===== src/rtl/adc_ctrl_pkg.sv =====
package adc_ctrl_pkg;

   localparam int CTRL_W    = 14;
   localparam int RESV_W    = 4;
   localparam int FIELD_W   = CTRL_W - RESV_W;

   localparam int POS_STCAL = 0;
   localparam int POS_CSEL  = 1;
   localparam int POS_CMODE = 3;
   localparam int POS_CONV  = 4;
   localparam int POS_RANGE = 5;
   localparam int POS_RSEL  = 6;
   localparam int POS_PM    = 8;

   typedef struct packed {
      logic [1:0] pm;
      logic [1:0] rsel;
      logic       range_bip;
      logic       conv;
      logic       cal_sys;
      logic [1:0] csel;
      logic       stcal;
   } ctrl_fields_t;

   localparam int NUM_STARTS = 2;
   localparam int IDX_CONV   = 0;
   localparam int IDX_CAL    = 1;

endpackage


===== src/rtl/ctrl_write_decode.sv =====
module ctrl_write_decode
   import adc_ctrl_pkg::*;
#(
   parameter int          ADDR_W = 2,
   parameter int          DATA_W = CTRL_W,
   parameter int          RES_W  = RESV_W,
   parameter logic [ADDR_W-1:0] SEL_ADDR = '1
) (
   input  logic              wr_en,
   input  logic [ADDR_W-1:0] wr_addr,
   input  logic [DATA_W-1:0] wr_data,
   output logic              accept,
   output logic              reject,
   output ctrl_fields_t      fields
);
   localparam int FW = DATA_W - RES_W;

   generate
      if (FW != $bits(ctrl_fields_t)) begin : g_bad_width
         $error("ctrl_write_decode: field width does not match layout");
      end
   endgenerate

   logic selected;
   logic resv_set;

   assign selected = wr_en && (wr_addr == SEL_ADDR);
   assign resv_set = |wr_data[DATA_W-1:FW];
   assign accept   = selected && !resv_set;
   assign reject   = selected && resv_set;

   always_comb begin
      fields           = '0;
      fields.pm        = wr_data[POS_PM +: 2];
      fields.rsel      = wr_data[POS_RSEL +: 2];
      fields.range_bip = wr_data[POS_RANGE];
      fields.conv      = wr_data[POS_CONV];
      fields.cal_sys   = wr_data[POS_CMODE];
      fields.csel      = wr_data[POS_CSEL +: 2];
      fields.stcal     = wr_data[POS_STCAL];
   end

endmodule


===== src/rtl/ctrl_field_store.sv =====
module ctrl_field_store
   import adc_ctrl_pkg::*;
(
   input  logic         clk,
   input  logic         rst_n,
   input  logic         accept,
   input  ctrl_fields_t new_fields,
   input  logic         conv_done,
   input  logic         cal_done,
   output ctrl_fields_t q
);

   always_ff @(posedge clk or negedge rst_n) begin
      if (!rst_n) begin
         q <= '0;
      end else if (accept) begin
         q <= new_fields;
      end else begin
         if (conv_done) q.conv  <= 1'b0;
         if (cal_done)  q.stcal <= 1'b0;
      end
   end

   assert_conv_clear_R6: assert property (@(posedge clk) disable iff (!rst_n)
      (conv_done && !accept) |=> !q.conv);

   assert_cal_clear_R7: assert property (@(posedge clk) disable iff (!rst_n)
      (cal_done && !accept) |=> !q.stcal);

   assert_hold_fields_R2: assert property (@(posedge clk) disable iff (!rst_n)
      !accept |=> ($stable(q.pm) && $stable(q.rsel) && $stable(q.csel)));

endmodule


===== src/rtl/start_strobe.sv =====
module start_strobe #(
   parameter int N = 2
) (
   input  logic         clk,
   input  logic         rst_n,
   input  logic         accept,
   input  logic [N-1:0] req,
   input  logic [N-1:0] cur,
   input  logic [N-1:0] done,
   output logic [N-1:0] pulse
);
   generate
      if (N < 1) begin : g_bad_n
         $error("start_strobe: N must be at least 1");
      end
      for (genvar i = 0; i < N; i++) begin : g_bit
         logic was_idle;
         assign was_idle = !cur[i] || done[i];
         always_ff @(posedge clk or negedge rst_n) begin
            if (!rst_n) pulse[i] <= 1'b0;
            else        pulse[i] <= accept && req[i] && was_idle;
         end
      end
   endgenerate

endmodule


===== src/rtl/adc_ctrl_reg.sv =====
module adc_ctrl_reg
   import adc_ctrl_pkg::*;
#(
   parameter int ADDR_W = 2,
   parameter int DATA_W = CTRL_W
) (
   input  logic              clk,
   input  logic              rst_n,
   input  logic              wr_en,
   input  logic [ADDR_W-1:0] wr_addr,
   input  logic [DATA_W-1:0] wr_data,
   input  logic              conv_done,
   input  logic              cal_done,
   output logic [1:0]        pm_mode,
   output logic [1:0]        rd_sel,
   output logic              twos_comp,
   output logic              conv_busy,
   output logic              cal_busy,
   output logic              cal_system,
   output logic [1:0]        cal_sel,
   output logic [1:0]        coef_addr,
   output logic              coef_addr_valid,
   output logic              conv_start,
   output logic              cal_start,
   output logic              wr_err
);
   generate
      if (DATA_W != CTRL_W) begin : g_bad_data
         $error("adc_ctrl_reg: DATA_W must equal the control word width");
      end
      if (ADDR_W < 1) begin : g_bad_addr
         $error("adc_ctrl_reg: ADDR_W must be positive");
      end
   endgenerate

   logic         accept;
   logic         reject;
   ctrl_fields_t wfields;
   ctrl_fields_t q;
   logic [NUM_STARTS-1:0] s_req, s_cur, s_done, s_pulse;

   ctrl_write_decode #(
      .ADDR_W  (ADDR_W),
      .DATA_W  (DATA_W),
      .RES_W   (DATA_W - FIELD_W),
      .SEL_ADDR({ADDR_W{1'b1}})
   ) i_dec (
      .wr_en  (wr_en),
      .wr_addr(wr_addr),
      .wr_data(wr_data),
      .accept (accept),
      .reject (reject),
      .fields (wfields)
   );

   ctrl_field_store i_store (
      .clk       (clk),
      .rst_n     (rst_n),
      .accept    (accept),
      .new_fields(wfields),
      .conv_done (conv_done),
      .cal_done  (cal_done),
      .q         (q)
   );

   assign s_req[IDX_CONV]  = wfields.conv;
   assign s_req[IDX_CAL]   = wfields.stcal;
   assign s_cur[IDX_CONV]  = q.conv;
   assign s_cur[IDX_CAL]   = q.stcal;
   assign s_done[IDX_CONV] = conv_done;
   assign s_done[IDX_CAL]  = cal_done;

   start_strobe #(.N(NUM_STARTS)) i_strobe (
      .clk   (clk),
      .rst_n (rst_n),
      .accept(accept),
      .req   (s_req),
      .cur   (s_cur),
      .done  (s_done),
      .pulse (s_pulse)
   );

   always_ff @(posedge clk or negedge rst_n) begin
      if (!rst_n) wr_err <= 1'b0;
      else        wr_err <= reject;
   end

   assign pm_mode         = q.pm;
   assign rd_sel          = q.rsel;
   assign twos_comp       = q.range_bip;
   assign conv_busy       = q.conv;
   assign cal_busy        = q.stcal;
   assign cal_system      = q.cal_sys;
   assign cal_sel         = q.csel;
   assign coef_addr       = q.csel;
   assign coef_addr_valid = !q.stcal;
   assign conv_start      = s_pulse[IDX_CONV];
   assign cal_start       = s_pulse[IDX_CAL];

   assert_conv_strobe_busy_R8: assert property (@(posedge clk) disable iff (!rst_n)
      conv_start |-> conv_busy);

   assert_cal_strobe_busy_R8: assert property (@(posedge clk) disable iff (!rst_n)
      cal_start |-> cal_busy);

   assert_reject_keeps_R4: assert property (@(posedge clk) disable iff (!rst_n)
      wr_err |-> (pm_mode == $past(pm_mode) && rd_sel == $past(rd_sel)
                  && twos_comp == $past(twos_comp)));

   assert_err_one_cycle_R4: assert property (@(posedge clk) disable iff (!rst_n)
      (wr_err && !reject) |=> !wr_err);

endmodule


===== config.mk =====
export PLATFORM = sky130hd
export DESIGN_NAME = adc_ctrl_reg
export DESIGN_NICKNAME = d
export VERILOG_FILES = /design/src/rtl/adc_ctrl_pkg.sv /design/src/rtl/ctrl_write_decode.sv /design/src/rtl/ctrl_field_store.sv /design/src/rtl/start_strobe.sv /design/src/rtl/adc_ctrl_reg.sv
export SDC_FILE = /design/constraint.sdc
export NUM_CORES = 1
export LEC_CHECK = 0
export BUFFER_PORTS_ARGS = -buffer_cell sky130_fd_sc_hd__buf_2
export CORE_MARGIN = 1.5
export CORE_UTILIZATION = 42
export CTS_CLUSTER_SIZE = 25
export DETAILED_ROUTE_END_ITERATION = 8
export PLACE_DENSITY = 0.91
export SYNTH_ARGS = -nofsm -noshare
export SYNTH_HDL_FRONTEND = slang
export SYNTH_SLANG_ARGS = --single-unit

===== constraint.sdc =====
create_clock -name clk -period 2.1 [get_ports clk]
set_clock_uncertainty 0.2 [all_clocks]
set_input_delay 0.105 -clock clk [delete_from_list [all_inputs] [get_ports clk]]
set_output_delay 0.105 -clock clk [all_outputs]
set_load 0.02 [all_outputs]

==> impl_results.md <==
- Flip-flop and latch area: 325 um^2
- Post-synth net total: 58
- Post-CTS setup buffer count: 0
- Highest-count cells in the layout ignoring fill and taps: 36 x buf_2, 16 x dlygate4sd3_1, 13 x dfrtp_1
- Mean instance size in the synthesized netlist: 15.3 um^2
- Ratio of total power to cell area: 626 nW/um^2
- Number of instances in the synthesized netlist: 37
- Reported max-cap violation count: 0
- Cell Area, Synth: 564 um^2
- Syn. warnings: 0
- Die Outline Area: 1570 um^2
- Detail-routed net length per standard cell: 12.1 um
- Share of synthesized area occupied by flip-flops and latches: 57.6%
- Total Wirelength: 1280 um
- Pin count of the biggest net entering global routing: 14
- Layout-stage area growth over the synthesis result: 62.5%
- Placed cell count: 85
- Number of global-route vias before repair: 454
- Area of the core: 1270 um^2
- Clock-pin transition on the worst setup and hold timing paths: 70 ps
- Nature of the critical path startpoint: input pin
- Result of the run: complete, no violations
- Total global routing track utilization: 19.2%
- First-iteration detailed-routing DRC count: 9
- Residual overflow from global routing: 0
- Final Non-Filler Cells: 105
- Kind of critical path: in2reg
- Maximum level of the CTS H-tree: 1
- Detailed-placement wirelength estimate: 718 um
- Ports placed on the boundary: 37
- Final number of hold-violating endpoints: 0
- Count of vias placed by the detailed router: 466
- Sinks on Clock Net: 13
- Number of buffers between clock root and the deepest sink: 2
- Clock tree from TritonCTS: done
- Synthesis-stage register bit count: 13
- Setup crit end kind: flip-flop
- Wire length of the first global-routing pass: 1900 um
- Highest fanout seen on the critical path: 12
- Transition time at the pin with the least slew margin: 324 ps
- Effective utilization at floorplan: 44.5%
- Chip width: 39.7 um
- Data arrival time at the worst-slack endpoint: 1860 ps
- Worst ir drop on vdd: 0.352 mV
- Number of inserted filler cells in the final layout: 87
- Number of buffers created by CTS: 3
- Share of layout cells above drive strength 1: 57.8%
- Overall power consumption: 0.574 mW
- DR vias/cell: 4.44
- Final period demand of the worst path: 1850 ps
- RSZ-0062 raised after global routing: no
- Nets: 112
- Area of the multi-input gates: 195 um^2
- Antenna violation net count after detailed routing: 0
- Root cell of the clock tree: clkbuf_4
- Fin Setup TNS: 0 ps
- Worst endpoint required time: 2110 ps
- Die height: 39.7 um
- Number of distinct standard cells referenced by the synthesized netlist: 13
- Highest clock rate: 542 MHz
- Final GP Congestion: 0.656
- Leakage power summed over all cells: 0.511 nW
- Most common cell after layout, fill and taps aside: buf_2
- Hold crit path type: in2reg
- Number of antenna violations at the first check in global routing: 0
- Tightest hold margin: 15.4 ps
- Final setup fails: 0
- Number of detailed-routing iterations run before antenna repair: 4
- Antenna cell count: 0
- Part of the cycle the worst path needs: 87.9%
- Placement row count: 13
- Port buffer count: 36
- Max-slew violation count: 0
- DRC viols: 0
- Relative max-transition margin: 78.2%
- Skew-Pair Late Insertion Delay: 270 ps
==> critical path: stages <==
cell           delay, ps
dlygate4sd3_1        530
buf_2                120
and4_4               340
mux2i_1              200
dlygate4sd3_1        560
==> cell families after synthesis <==
group / count (synthesis) / share of synthesized area [%]
buffers and inverters: 6 / 8.20
DFF: 13 / 57.6
muxes: 10 / 23.5
and+or+nand+nor: 8 / 10.6
==> power by group <==
part           switching, mW  total, mW  internal (mW)
registers             0.0116      0.283          0.272
clock network         0.0766      0.150         0.0736
logic                 0.0672      0.141         0.0736
==> area by class of cell <==
cell class,count,share of cell area [%]
clock buffer,4,2.86
timing repair buffer,52,37.1
sequential,13,35.5
multi-input combinational,18,21.3
inverter,3,1.23
tap,15,2.05
==> cell usage after synthesis <==
| master | instances | area (um^2) |
|---|---|---|
| dfrtp_1 | 13 | 325 |
| and4_4 | 1 | 11.3 |
| nand2b_1 | 2 | 12.5 |
| buf_4 | 2 | 15.0 |
| nor2_1 | 1 | 3.75 |
| inv_1 | 3 | 11.3 |
| mux2_4 | 6 | 90.1 |
| nor4_2 | 1 | 12.5 |
| mux2i_1 | 2 | 20.0 |
| buf_12 | 1 | 20.0 |
| nand3_1 | 1 | 5.00 |
| mux2_2 | 2 | 22.5 |
| and3_2 | 2 | 15.0 |
==> stage by stage <==
step / util, % / setup slack (ps) / area [um^2]
after floorplan: - / 689 / 564
after global routing: 72.3 / 185 / 917
after global placement: 57.4 / 544 / 728
final: 72.3 / 254 / 917
after CTS: 72.9 / 129 / 925
after detailed placement: 57.4 / 487 / 728
==> timing repair <==
item,CTS,global route
hold buffers,17,0
resized for setup,0,1
setup endpoints to repair,0,1
hold endpoints to repair,26,0
==> state kept, by name, summed over array words and instances, names as in the netlist <==
name            count
i_strobe.pulse      2
wr_err              1
i_store.q          10
==> worst paths after layout <==
kind                       slack [ps]  depth (start not counted)                end          from
max in group asynchronous        1450                          2       i_store.q[4]         rst_n
hold / removal                     20                          3  i_strobe.pulse[1]      cal_done
hold reg to reg                   310                          1       i_store.q[8]  i_store.q[8]
setup / recovery                  250                          5       i_store.q[4]         wr_en
setup reg to reg                  680                          3       i_store.q[0]  i_store.q[0]
min in group asynchronous          30                          2       i_store.q[2]         rst_n
==> routing by layer <==
layer | track usage, % | share of wire, % | vias up
met2 | 32.8 | 53 | 23
li1 | - | - | 228
met5 | 0 | 0 | -
met4 | 12.9 | 0.63 | 0
met3 | 3.98 | 7.3 | 2
met1 | 21.0 | 39 | 213
Note: power is estimated with default switching activity, not from simulation.
